--- config.mk ---
export PLATFORM = sky130hd
export DESIGN_NAME = b4q_burst_sram
export DESIGN_NICKNAME = d
export VERILOG_FILES = /design/src/rtl/b4q_pkg.sv /design/src/rtl/b4q_port_seq.sv /design/src/rtl/b4q_mem.sv /design/src/rtl/b4q_burst_sram.sv
export SDC_FILE = /design/constraint.sdc
export NUM_CORES = 2
export LEC_CHECK = 0
export BUFFER_PORTS_ARGS = -buffer_cell sky130_fd_sc_hd__buf_2
export CELL_PAD_IN_SITES_DETAIL_PLACEMENT = 0
export CELL_PAD_IN_SITES_GLOBAL_PLACEMENT = 2
export CORE_MARGIN = 2
export CORE_UTILIZATION = 40
export CTS_CLUSTER_SIZE = 16
export DETAILED_ROUTE_END_ITERATION = 12
export GPL_ROUTABILITY_DRIVEN = 1
export PLACE_DENSITY_LB_ADDON = 0.05
export RECOVER_POWER = 25
export SKIP_CTS_REPAIR_TIMING = 1
export SLEW_MARGIN = 0
export SYNTH_ARGS = -nofsm -noshare
export SYNTH_HDL_FRONTEND = slang
export SYNTH_SLANG_ARGS = --single-unit
--- constraint.sdc ---
create_clock -name clk -period 5.12 [get_ports clk]
set_input_delay 1.536 -clock clk [delete_from_list [all_inputs] [get_ports clk]]
set_output_delay 1.536 -clock clk [all_outputs]
set_load 0.01 [all_outputs]
--- src/rtl/b4q_pkg.sv ---
// Shared types and constants for the burst-of-four split-port SRAM.
// Assumes bursts of exactly four beats, moved two beats per controller clock.
package b4q_pkg;

    localparam int BURST_LEN     = 4;
    localparam int BEATS_PER_CLK = 2;
    localparam int IDX_W         = $clog2(BURST_LEN);

    // Per-port burst state: the pair of beats that the next edge moves.
    typedef enum logic [1:0] {
        SEQ_IDLE   = 2'd0,   // nothing in flight
        SEQ_LOADED = 2'd1,   // command taken last edge, beats 0/1 next
        SEQ_SECOND = 2'd2    // beats 2/3 next
    } seq_state_t;

endpackage

--- src/rtl/b4q_port_seq.sv ---
// One port's command acceptor and burst address generator.
// Accepts a strobe unless this port accepted one at the previous edge.
// Assumes AW >= IDX_W; addresses wrap inside the aligned four-word group.
module b4q_port_seq
    import b4q_pkg::*;
#(
    parameter int AW = 6
) (
    input  logic                              clk,
    input  logic                              rst_n,
    input  logic                              strobe_n,
    input  logic [AW-1:0]                     cmd_addr,
    output logic                              go,
    output logic                              pair_act,
    output logic [BEATS_PER_CLK-1:0][AW-1:0]  pair_addr
);

    seq_state_t    state_q;
    seq_state_t    state_d;
    logic [AW-1:0] base_q;
    logic          hi_half;

    // Acceptance: a strobe is ignored only right after this port loaded.
    assign go       = ~strobe_n && (state_q != SEQ_LOADED);
    assign pair_act = (state_q != SEQ_IDLE);
    assign hi_half  = (state_q == SEQ_SECOND);

    // Next-state: a burst moves loaded -> second, then idle or a fresh load.
    always_comb begin
        state_d = state_q;
        unique case (state_q)
            SEQ_IDLE:   state_d = go ? SEQ_LOADED : SEQ_IDLE;
            SEQ_LOADED: state_d = SEQ_SECOND;
            SEQ_SECOND: state_d = go ? SEQ_LOADED : SEQ_IDLE;
            default:    state_d = SEQ_IDLE;
        endcase
    end

    // State and base-address registers with synchronous reset.
    always_ff @(posedge clk) begin
        if (!rst_n) begin
            state_q <= SEQ_IDLE;
            base_q  <= '0;
        end else begin
            state_q <= state_d;
            if (go) begin
                base_q <= cmd_addr;
            end
        end
    end

    // Per-lane beat address: the low bits count through the group of four.
    for (genvar ln = 0; ln < BEATS_PER_CLK; ln++) begin : g_lane
        logic [IDX_W-1:0] beat_idx;
        logic [IDX_W-1:0] word_sel;
        assign beat_idx = {hi_half, 1'(ln)};
        assign word_sel = base_q[IDX_W-1:0] + beat_idx;
        assign pair_addr[ln] = {base_q[AW-1:IDX_W], word_sel};
    end

endmodule

--- src/rtl/b4q_mem.sv ---
// Storage array with one write and one read port per beat lane.
// Reads are combinational and see the contents from before this edge's writes.
// Lane addresses within one edge are distinct, so the writes never collide.
module b4q_mem
    import b4q_pkg::*;
#(
    parameter int AW = 6,
    parameter int DW = 16
) (
    input  logic                              clk,
    input  logic                              rst_n,
    input  logic                              wr_en,
    input  logic [BEATS_PER_CLK-1:0][AW-1:0]  wr_addr,
    input  logic [BEATS_PER_CLK-1:0][DW-1:0]  wr_data,
    input  logic [BEATS_PER_CLK-1:0][AW-1:0]  rd_addr,
    output logic [BEATS_PER_CLK-1:0][DW-1:0]  rd_data
);

    localparam int DEPTH = 1 << AW;

    logic [DW-1:0] words [DEPTH];

    // Array update: cleared on reset, otherwise one word per lane.
    always_ff @(posedge clk) begin
        if (!rst_n) begin
            for (int i = 0; i < DEPTH; i++) begin
                words[i] <= '0;
            end
        end else if (wr_en) begin
            for (int ln = 0; ln < BEATS_PER_CLK; ln++) begin
                words[wr_addr[ln]] <= wr_data[ln];
            end
        end
    end

    // Combinational read of each lane.
    for (genvar ln = 0; ln < BEATS_PER_CLK; ln++) begin : g_rd
        assign rd_data[ln] = words[rd_addr[ln]];
    end

endmodule

--- src/rtl/b4q_burst_sram.sv ---
// Top level: split read/write ports, each sequenced in bursts of four beats.
// A read accepted at edge n delivers beats after edges n+1 and n+2.
// A write accepted at edge n stores beats at edges n+1 and n+2.
module b4q_burst_sram
    import b4q_pkg::*;
#(
    parameter int ADDR_W = 6,
    parameter int DATA_W = 16
) (
    input  logic              clk,
    input  logic              rst_n,
    input  logic              rd_n,
    input  logic [ADDR_W-1:0] rd_addr,
    input  logic              wr_n,
    input  logic [ADDR_W-1:0] wr_addr,
    input  logic [DATA_W-1:0] wr_data_rise,
    input  logic [DATA_W-1:0] wr_data_fall,
    output logic [DATA_W-1:0] rd_data_rise,
    output logic [DATA_W-1:0] rd_data_fall,
    output logic              rd_valid
);

    logic                                  rd_go;
    logic                                  rd_pair_act;
    logic [BEATS_PER_CLK-1:0][ADDR_W-1:0]  rd_pair_addr;
    logic                                  wr_go;
    logic                                  wr_pair_act;
    logic [BEATS_PER_CLK-1:0][ADDR_W-1:0]  wr_pair_addr;
    logic [BEATS_PER_CLK-1:0][DATA_W-1:0]  wr_lanes;
    logic [BEATS_PER_CLK-1:0][DATA_W-1:0]  rd_lanes;

    b4q_port_seq #(.AW(ADDR_W)) u_rd_seq (
        .clk       (clk),
        .rst_n     (rst_n),
        .strobe_n  (rd_n),
        .cmd_addr  (rd_addr),
        .go        (rd_go),
        .pair_act  (rd_pair_act),
        .pair_addr (rd_pair_addr)
    );

    b4q_port_seq #(.AW(ADDR_W)) u_wr_seq (
        .clk       (clk),
        .rst_n     (rst_n),
        .strobe_n  (wr_n),
        .cmd_addr  (wr_addr),
        .go        (wr_go),
        .pair_act  (wr_pair_act),
        .pair_addr (wr_pair_addr)
    );

    // Lane 0 carries the even beats, lane 1 the odd beats.
    assign wr_lanes = {wr_data_fall, wr_data_rise};

    b4q_mem #(.AW(ADDR_W), .DW(DATA_W)) u_mem (
        .clk     (clk),
        .rst_n   (rst_n),
        .wr_en   (wr_pair_act),
        .wr_addr (wr_pair_addr),
        .wr_data (wr_lanes),
        .rd_addr (rd_pair_addr),
        .rd_data (rd_lanes)
    );

    // Read output register: captures one beat pair per active cycle.
    always_ff @(posedge clk) begin
        if (!rst_n) begin
            rd_data_rise <= '0;
            rd_data_fall <= '0;
            rd_valid     <= 1'b0;
        end else begin
            rd_valid <= rd_pair_act;
            if (rd_pair_act) begin
                rd_data_rise <= rd_lanes[0];
                rd_data_fall <= rd_lanes[1];
            end
        end
    end

endmodule

==> metrics.txt <==
grt peak-use layer=met2; Die H=just under 400 µm; sw frac=between 20% and 30%; Worst Path Required=between 5 and 6 ns; Reg power frac=between 40% and 50%; Die X=approximately 390 µm; Post-DP HPWL=roughly 240000 µm; total gr overflow=0; synth top area cells=edfxtp_1, mux4_2, a22o_1, nand2_1, o21ai_0; most common cell after layout, fill and taps aside=edfxtp_1; endpoint type of the worst setup path=register; Clock Tree Buf Depth=3; final setup margin=0.338 ns; post-synthesis register bit count=1073; top_reg_cell synth=edfxtp_1; CORE AREA=about 150000 µm²; grt met1 use=between 50% and 60%; io pins=about 80; CTS buffer count=around 130; Clock Sinks=about 1100; DR vias=between 50000 and 60000; CTS H-Tree Depth=4; crit-path cells=clkbuf_1, o21ai_0, nor2_1, nand2_1, nor2_2, nand3b_1; Cells after Synth=about 4800; first-pass GRT wire length=447000 µm; Setup Viol. Count Final=0; WS Path Type=in -> reg; Worst-path clk slew=about 0.06 ns; slowest stage delay, CP=approximately 0.8 ns; Post-DP Area=about 64000 µm²; DRC errors left=0; RSZ-0062 raised after global routing=false; Vias/cell=around 7.4; Slowest cell on crit path=nor2_1; Pwr Density=between 300 and 400 nW/µm²; Comb pwr share=around 16%; final hold violation count=0; Initial Util=between 40% and 50%; clock network power share=roughly two fifths; Mapped Area=between 50000 and 60000 µm²; Hold Crit Class=reg -> reg; post-synthesis async set-or-reset flop share=0%; Post-Syn Nets=~4800; crit share post-route=just over 90%; Register Area=~32000 µm²; Post-synth EDFFs=between 1000 and 1500; fin. max-slew vios=around 110; Synth warnings=0; antenna-violating nets left=0; fmax=~210 MHz; Int Pwr=approximately 17 mW; latest clock arrival within the worst-skew pair=approximately 0.80 ns; all-layer global routing usage=around 44%; worst-path fanout max=19; setup TNS=0 ns; met2 usage=between 60% and 70%; worst clock skew=about 0.037 ns; Synth top area share=between 50 and 60%; wire per inst=between 40 and 50 µm; VDD IR max=~0.33 mV; Critical path buffers and inverters=1; Yosys cell types=77; share of cells above drive strength 1=between 20% and 30%; Final Non-Filler Cells=around 6900; number of global-route vias before repair=around 47000; commonest non-fill, non-tap cells in the layout=edfxtp_1, nand2_1, a22o_1, o21ai_0, mux4_2; Power Total=~24 mW; Hold WS=roughly 0.49 ns; GR Util met3=between 10% and 20%; worst-margin pin slew=about 2.1 ns; Slew Limit Headroom=-37.3%; design area=approximately 68000 µm²; status=finished, violations left; fin util=45.9%; min Tclk post-route=between 4 and 5 ns; Die ar.=between 150000 and 200000 µm²; CTS tree=yes; First-pass DRT Iterations=6; worst path arrival time=5.20 ns; cell taking the most area after synthesis=edfxtp_1; syn_area_per_cell=roughly 12 µm²; Lkg Pwr=approximately 23 nW; root buffer cell=clkbuf_16; startpoint class of the critical path=input pin; RePlAce Congestion=roughly 1.0; # port buffers=80; Sw Pwr=between 7 and 8 mW; Placed Instances=approximately 6600; sequential share of the synthesized area=a little over half; Place WS=around 0.25 ns; largest net degree at the start of global routing=118; delay-heaviest family, CP=simple AND/OR/NAND/NOR gates; initial antenna violation count=44; failing checks=capacitance limit, slew limit; footprint of the multi-input gates=roughly 25000 µm²; Layout fillers=13400; Final Routed Wirelength=~340000 µm; DR iter-0 viols=9224; Max-Cap Viols=10; area growth from synthesis to layout=14.2%; nets=around 4900; Placement Rows=141
cells by family after synthesis:
family / after synthesis / share of synthesized area [%]
muxes: 546 / 17.2
AOI/OAI and AO/OA: 1347 / 16.2
and+or+nand+nor: 1242 / 8.82
xor gates and xnor gates: 4 / 0.122
DFF: 1073 / 53.5
buffers and inverters: 541 / 4.08
worst register-to-register path, delay by kind of cell (launching register included):
kind | cells | cell delay, ns
buf+inv | 3 | 2.15
xor+xnor | 1 | 0.96
simple gates | 3 | 0.70
flops | 1 | 0.30
compound gates | 1 | 0.28
synthesized netlist by cell type (all sizes together), types with 24 or more instances:
cell / n
a21oi: 84
clkbuf: 404
nand3: 79
buf: 128
edfxtp: 1024
nor3: 25
nand2: 739
a22o: 541
nand3b: 24
mux2i: 154
o21ai: 422
mux4: 377
nor2: 260
o22ai: 42
a22oi: 80
a32oi: 29
dfxtp: 49
final timing paths:
check,start,endpoint,slack [ns],depth (start not counted)
setup / recovery,rst_n,u_mem.words[29][6],0.34,6
hold / removal,rd_data_fall[2],rd_data_fall[2],0.49,1
setup reg to reg,u_wr_seq.state_q[1],u_mem.words[51][4],0.38,8
hold reg to reg,rd_data_fall[2],rd_data_fall[2],0.49,1
routing by layer:
| metal | up-vias | part of all wire (%) |
|---|---|---|
| li1 | 19000 | - |
| met1 | 26300 | 37 |
| met2 | 4518 | 41 |
| met3 | 971 | 14 |
| met4 | 40 | 7.8 |
| met5 | - | 0.083 |
sequential cells by signal, summed over array words and instances, names as in the netlist:
name              flops
rd_data_fall         16
rd_data_rise         16
rd_valid              1
u_mem.words        1024
u_rd_seq.base_q       6
u_rd_seq.state_q      2
u_wr_seq.base_q       6
u_wr_seq.state_q      2
area by class of cell:
type                    count  area share (%)
diodes                     35           0.129
clock buffers             160            5.42
clock inverters            82            1.16
inverters                   9          0.0610
multi-input cells        3139            37.6
flip-flops and latches   1073            46.9
well taps                1930            3.57
repair buffers            490            5.15
power groups by stage:
stage                     Sequential, mW  Clock, mW  Combinational [mW]
after floorplan                     10.2          0                1.81
after global placement              10.4          0                3.58
after detailed placement            10.4          0                3.58
after CTS                           10.3       9.96                3.59
after global routing                10.3       10.3                3.71
final                               10.3       9.96                3.76
(Power assumes the default switching activity.)
